`src/rtl/adc_ctl_pkg.sv`:
```
package adc_ctl_pkg;
  localparam int REG_W     = 8;
  localparam int BIT_EN    = 7;
  localparam int BIT_BURST = 6;
  localparam int BIT_CMPL  = 5;
  localparam int BIT_BUSY  = 4;
  localparam int BIT_WIN   = 3;
  localparam int BIT_LJ    = 2;

  // bits that are plain storage (enable, burst, left-justify, mode)
  localparam logic [REG_W-1:0] PLAIN_MASK = 8'b1100_0111;

  typedef enum logic [1:0] {
    SRC_SOFT  = 2'b00,
    SRC_TMR1  = 2'b01,
    SRC_PIN   = 2'b10,
    SRC_TMR2  = 2'b11
  } start_src_e;

  // merge a write value into the current value under a mask
  function automatic logic [REG_W-1:0] merge_bits(input logic [REG_W-1:0] cur,
                                                  input logic [REG_W-1:0] val,
                                                  input logic [REG_W-1:0] msk);
    return (cur & ~msk) | (val & msk);
  endfunction
endpackage

```
`src/rtl/adc_trig_sel.sv`:
```
module adc_trig_sel
  import adc_ctl_pkg::*;
#(
  parameter int SYNC_STAGES = 2
) (
  input  logic       clk,
  input  logic       rst_n,
  input  start_src_e mode,
  input  logic       sw_start,
  input  logic       tmr1_ovf,
  input  logic       tmr2_ovf,
  input  logic       pin_async,
  output logic       trig,
  output logic       pin_rise
);
  logic [SYNC_STAGES-1:0] sync_q;
  logic                   pin_prev_q;

  genvar g;
  generate
    for (g = 0; g < SYNC_STAGES; g++) begin : g_sync
      always_ff @(posedge clk or negedge rst_n) begin
        if (!rst_n) sync_q[g] <= 1'b0;
        else if (g == 0) sync_q[g] <= pin_async;
        else sync_q[g] <= sync_q[(g == 0) ? 0 : g-1];
      end
    end
  endgenerate

  always_ff @(posedge clk or negedge rst_n) begin
    if (!rst_n) pin_prev_q <= 1'b0;
    else        pin_prev_q <= sync_q[SYNC_STAGES-1];
  end

  assign pin_rise = sync_q[SYNC_STAGES-1] & ~pin_prev_q;

  always_comb begin
    unique case (mode)
      SRC_SOFT: trig = sw_start;
      SRC_TMR1: trig = tmr1_ovf;
      SRC_PIN:  trig = pin_rise;
      SRC_TMR2: trig = tmr2_ovf;
      default:  trig = 1'b0;
    endcase
  end
endmodule

```
`src/rtl/adc_result_fmt.sv`:
```
module adc_result_fmt #(
  parameter int RES_W  = 12,
  parameter int WORD_W = 16
) (
  input  logic [RES_W-1:0]    raw,
  input  logic                left,
  output logic [WORD_W/2-1:0] hi,
  output logic [WORD_W/2-1:0] lo
);
  localparam int PAD = WORD_W - RES_W;
  localparam int HALF = WORD_W / 2;

  logic [WORD_W-1:0] word;

  always_comb begin
    if (left) word = {raw, {PAD{1'b0}}};
    else      word = {{PAD{1'b0}}, raw};
  end

  assign hi = word[WORD_W-1:HALF];
  assign lo = word[HALF-1:0];
endmodule

```
`src/rtl/adc_seq_ctrl.sv`:
```
module adc_seq_ctrl
  import adc_ctl_pkg::*;
#(
  parameter int              ADDR_W      = 8,
  parameter logic [7:0]      REG_ADDR    = 8'hE8,
  parameter int              RES_W       = 12,
  parameter int              WORD_W      = 16,
  parameter int              SYNC_STAGES = 2
) (
  input  logic                      clk,
  input  logic                      rst_n,
  input  logic [ADDR_W-1:0]         bus_addr,
  input  logic [REG_W-1:0]          bus_wdata,
  input  logic                      bus_we,
  input  logic                      bus_bit_we,
  input  logic [$clog2(REG_W)-1:0]  bus_bit_idx,
  input  logic                      bus_bit_val,
  output logic [REG_W-1:0]          bus_rdata,
  input  logic                      tmr1_ovf,
  input  logic                      tmr2_ovf,
  input  logic                      cnv_pin,
  input  logic                      win_match,
  output logic                      conv_start,
  output logic                      conv_shutdown,
  input  logic                      conv_done,
  input  logic [RES_W-1:0]          conv_data,
  output logic [WORD_W/2-1:0]       res_hi,
  output logic [WORD_W/2-1:0]       res_lo
);
  logic [REG_W-1:0] plain_q;
  logic             busy_q, cmpl_q, win_q, conv_start_q;
  logic [RES_W-1:0] raw_q;

  logic             addr_hit, full_wr, bit_wr, any_wr;
  logic [REG_W-1:0] cur_val, wr_val, wr_msk;
  logic             sw_busy_one, sw_clr_win, trig, pin_rise;
  logic             start_fire, done_evt;

  assign addr_hit = (bus_addr == REG_ADDR[ADDR_W-1:0]);
  assign full_wr  = bus_we & addr_hit;
  assign bit_wr   = bus_bit_we & addr_hit & ~bus_we;
  assign any_wr   = full_wr | bit_wr;

  always_comb begin
    cur_val = plain_q;
    cur_val[BIT_CMPL] = cmpl_q;
    cur_val[BIT_BUSY] = busy_q;
    cur_val[BIT_WIN]  = win_q;
  end

  always_comb begin
    wr_val = cur_val;
    wr_msk = '0;
    if (full_wr) begin
      wr_val = bus_wdata;
      wr_msk = '1;
    end else if (bit_wr) begin
      wr_val[bus_bit_idx] = bus_bit_val;
      wr_msk[bus_bit_idx] = 1'b1;
    end
  end

  assign sw_busy_one = any_wr & wr_msk[BIT_BUSY] & wr_val[BIT_BUSY];
  assign sw_clr_win  = any_wr & wr_msk[BIT_WIN] & ~wr_val[BIT_WIN];

  adc_trig_sel #(.SYNC_STAGES(SYNC_STAGES)) u_trig (
    .clk       (clk),
    .rst_n     (rst_n),
    .mode      (start_src_e'(plain_q[1:0])),
    .sw_start  (sw_busy_one),
    .tmr1_ovf  (tmr1_ovf),
    .tmr2_ovf  (tmr2_ovf),
    .pin_async (cnv_pin),
    .trig      (trig),
    .pin_rise  (pin_rise)
  );

  assign start_fire = trig & plain_q[BIT_EN] & ~busy_q;
  assign done_evt   = busy_q & conv_done;

  always_ff @(posedge clk or negedge rst_n) begin
    if (!rst_n) begin
      plain_q      <= '0;
      busy_q       <= 1'b0;
      cmpl_q       <= 1'b0;
      win_q        <= 1'b0;
      conv_start_q <= 1'b0;
      raw_q        <= '0;
    end else begin
      if (any_wr) plain_q <= merge_bits(plain_q, wr_val, wr_msk & PLAIN_MASK);
      conv_start_q <= start_fire;
      if (start_fire)    busy_q <= 1'b1;
      else if (done_evt) busy_q <= 1'b0;
      if (done_evt) begin
        cmpl_q <= 1'b1;
        raw_q  <= conv_data;
      end else if (any_wr && wr_msk[BIT_CMPL]) begin
        cmpl_q <= wr_val[BIT_CMPL];
      end
      if (win_match)                        win_q <= 1'b1;
      else if (any_wr && wr_msk[BIT_WIN])   win_q <= wr_val[BIT_WIN];
    end
  end

  adc_result_fmt #(.RES_W(RES_W), .WORD_W(WORD_W)) u_fmt (
    .raw  (raw_q),
    .left (plain_q[BIT_LJ]),
    .hi   (res_hi),
    .lo   (res_lo)
  );

  assign bus_rdata     = cur_val;
  assign conv_start    = conv_start_q;
  assign conv_shutdown = ~plain_q[BIT_EN];

  // busy only rises together with a start pulse to the converter
  assert_rise_has_start_R3: assert property (@(posedge clk) disable iff (!rst_n)
    $rose(busy_q) |-> conv_start);
  // the completion flag is up whenever busy has just fallen
  assert_cmpl_on_fall_R8: assert property (@(posedge clk) disable iff (!rst_n)
    $fell(busy_q) |-> cmpl_q);
  // the window flag persists unless software clears it
  assert_win_sticky_R9: assert property (@(posedge clk) disable iff (!rst_n)
    (win_q && !sw_clr_win) |=> win_q);
  // no start pulse follows a disabled cycle
  assert_start_needs_en_R11: assert property (@(posedge clk) disable iff (!rst_n)
    conv_start |-> $past(plain_q[BIT_EN]));
  // no start pulse follows a busy cycle
  assert_no_start_busy_R12: assert property (@(posedge clk) disable iff (!rst_n)
    conv_start |-> !$past(busy_q));
endmodule

```
`config.mk`:
```
export PLATFORM = sky130hd
export DESIGN_NAME = adc_seq_ctrl
export DESIGN_NICKNAME = d
export VERILOG_FILES = /design/src/rtl/adc_ctl_pkg.sv /design/src/rtl/adc_trig_sel.sv /design/src/rtl/adc_result_fmt.sv /design/src/rtl/adc_seq_ctrl.sv
export SDC_FILE = /design/constraint.sdc
export NUM_CORES = 1
export LEC_CHECK = 0
export ABC_AREA = 1
export BUFFER_PORTS_ARGS = -buffer_cell sky130_fd_sc_hd__clkbuf_2
export CAP_MARGIN = 20
export CORE_AREA = 4 4 66 68
export DETAILED_ROUTE_END_ITERATION = 12
export DIE_AREA = 0 0 70 72
export PLACE_DENSITY = 0.71
export SLEW_MARGIN = 15
export SYNTH_ARGS = -nofsm -noshare
export SYNTH_HDL_FRONTEND = slang
export SYNTH_SLANG_ARGS = --single-unit
```
`constraint.sdc`:
```
create_clock -name clk -period 1.7 [get_ports clk]
set_input_delay 0.255 -clock clk [delete_from_list [all_inputs] [get_ports clk]]
set_output_delay 0.255 -clock clk [all_outputs]
set_load 0.01 [all_outputs]
```
==> reports/metrics.yaml <==
synth_seq_area_share: 0.4030
final_cell_mix: "nand2_1 (71), clkbuf_2 (66), inv_1 (34), dfrtp_1 (24), nor2_1 (19)"
p_total_mw: 1.255
critPathMaxFanout: 15
finalSetupTns_ps: 0
slowest_delay_ps: 380
fin_crit_ps: 1443
ctsResizeCount: 0
placementRows: 23
grt_pass1_wl_microns: 5968
dr_total_vias: 1474
final_hold_viol_count: 24
ant_nets: 0
drive_gt1_frac: 0.3321
cts_tree: "built"
worstPathCellList: "buf_4 > o21ai_0 > clkbuf_2"
hold_path.class: "in -> async"
core_sq_mm: 0.003856
grt-ovfl-total: 0
numCtsBuffers: 3
syn_area_sq_mm: 0.001490
skew_ps: 3.012
num-nets-final: 320
end_kind: "primary output"
rsz0062_at_grt: "no"
place_ws_ps: 404.3
violations: "hold timing"
regToRegSetupSlack_ps: 420
fin_crit_sh: 0.8490
grt_util_all_layers: 0.1423
die_w_microns: 70
slew_viol_final: 0
die_h_microns: 72
path_buf_inv: 2
cts.sinks: 24
final_common_cell: "nand2_1"
syn_nets: 258
yosysWarnings: 0
antenna_found_initial: 0
leakage_nw: 1.153
cts_setup_buffers: 0
dp.cells: 324
cts_root_buf: "clkbuf_8"
crit_type: "reg -> out"
fmax_mhz: 692.9
yosys_register_bits: 24
clk_pin_slew_worst_paths_ps: 80
status: "complete, but fails checks"
wl_per_cell_microns: 10.20
start_util: 0.3864
whs_ps: -18.04
yosysTopAreaCell: "dfrtp_1"
fin_ws_ps: 256.7
slew_headroom: 0.6085
antenna_cells: 0
fin_cells: 327
cpLargestDelayFamily: "flip-flops"
worstRegToRegCells: 4
syn_inst: 217
routed_wl_microns: 3336
place.gp.congestion: 0.8351
setup_viol: 0
die_area_sq_mm: 0.005040
first_pass_iters: 4
synth_cell_type_count: 25
r2r_end: "raw_q[2]"
tightestPinTransition_ps: 587.3
yosysTopAreaCellShare: 0.4030
drv_cap: 0
cts_buffer_depth: 2
yosys-top-cells-area: "dfrtp_1 (40%), nand2_1 (18%), inv_1 (8.6%)"
power_density_mw_per_mm2: 671.2
vdd_ir_drop_max_uv: 409.6
drcViolationCount: 0
worst-endpoint-arrival_ps: 1190
grt_start_max_net_pins: 25
clk_latency_ps: 260
cts_hold_buf: 0
dr.first_iter.drc_count: 91
grt_pass1_vias: 1440
io_pins: 67
cts_max_level: 1
syn_area_per_cell_sq_um: 6.867
crit_required_ps: 1440
cp_slowest_cell: "dfrtp_1"
r2r-start: "busy_q"
place_hpwl_microns: 2746
io_buffer_count: 66
cp.depth: 3
area_growth_pct: 25.44
worstSetupStartpointType: "register"
vias_per_cell: 4.508
worst max-delay path by stage:
stage	to	slack, ps
6_report	res_hi[3]	260
5_1_grt	res_hi[3]	140
4_1_cts	res_hi[3]	250
3_5_place_dp	register	400
3_3_place_gp	cmpl_q	450
2_1_floorplan	res_hi[3]	540
cell usage after synthesis:
cell type and instances:
buf_6 1, o21ai_0 3, nand2_4 1, clkbuf_1 1
nand2_2 3, nor3_2 1, inv_2 5, a21oi_1 11
dfrtp_1 24, o21ai_1 10, buf_2 5, nor3_4 1
nand3_1 7, nor3_1 2, nor2_2 5, a31oi_1 1
nand4_1 2, nand2_1 71, inv_1 34, nand3_4 1
or2_2 1, buf_4 4, nor2_1 19, nor2_4 3
nor4_1 1
kinds of logic after synthesis:
| logic type | Yosys count | share of synthesized area |
|---|---|---|
| buf+inv | 50 | 0.1453 |
| compound gates | 25 | 0.08480 |
| flops | 24 | 0.4030 |
| simple gates | 118 | 0.3669 |
metal layers:
layer / global-route usage / vias up / share of wire
met5: 0 / - / 0
met1: 0.1794 / 664 / 0.44
li1: - / 779 / -
met4: 0.04894 / 0 / 0.011
met2: 0.2497 / 27 / 0.51
met3: 0.02216 / 4 / 0.040
area by class of cell:
class | instances | area (sq um)
clock buffer | 3 | 41.29
fill | 427 | 1987
inverter | 39 | 146.4
multi-input combinational | 143 | 673.1
sequential | 24 | 600.6
tap | 50 | 62.56
timing repair buffer | 68 | 345.3
where the power goes:
group	switching (mW)	internal [mW]
combinational	0.168	0.119
clock	0.164	0.158
sequential	0.0278	0.617
total	0.360	0.895
metrics by stage:
| stage | cell area (sq um) | hold slack (ps) | utilization |
|---|---|---|---|
| after CTS | 1869 | 3.189 | 0.4848 |
| after global placement | 1828 | 286.0 | 0.4740 |
| final | 1869 | -18.04 | 0.4848 |
| after global routing | 1869 | 31.24 | 0.4848 |
| after floorplan | 1490 | -40.59 | - |
| after detailed placement | 1828 | 284.4 | 0.4740 |
Power figures use the tool's default switching activity.
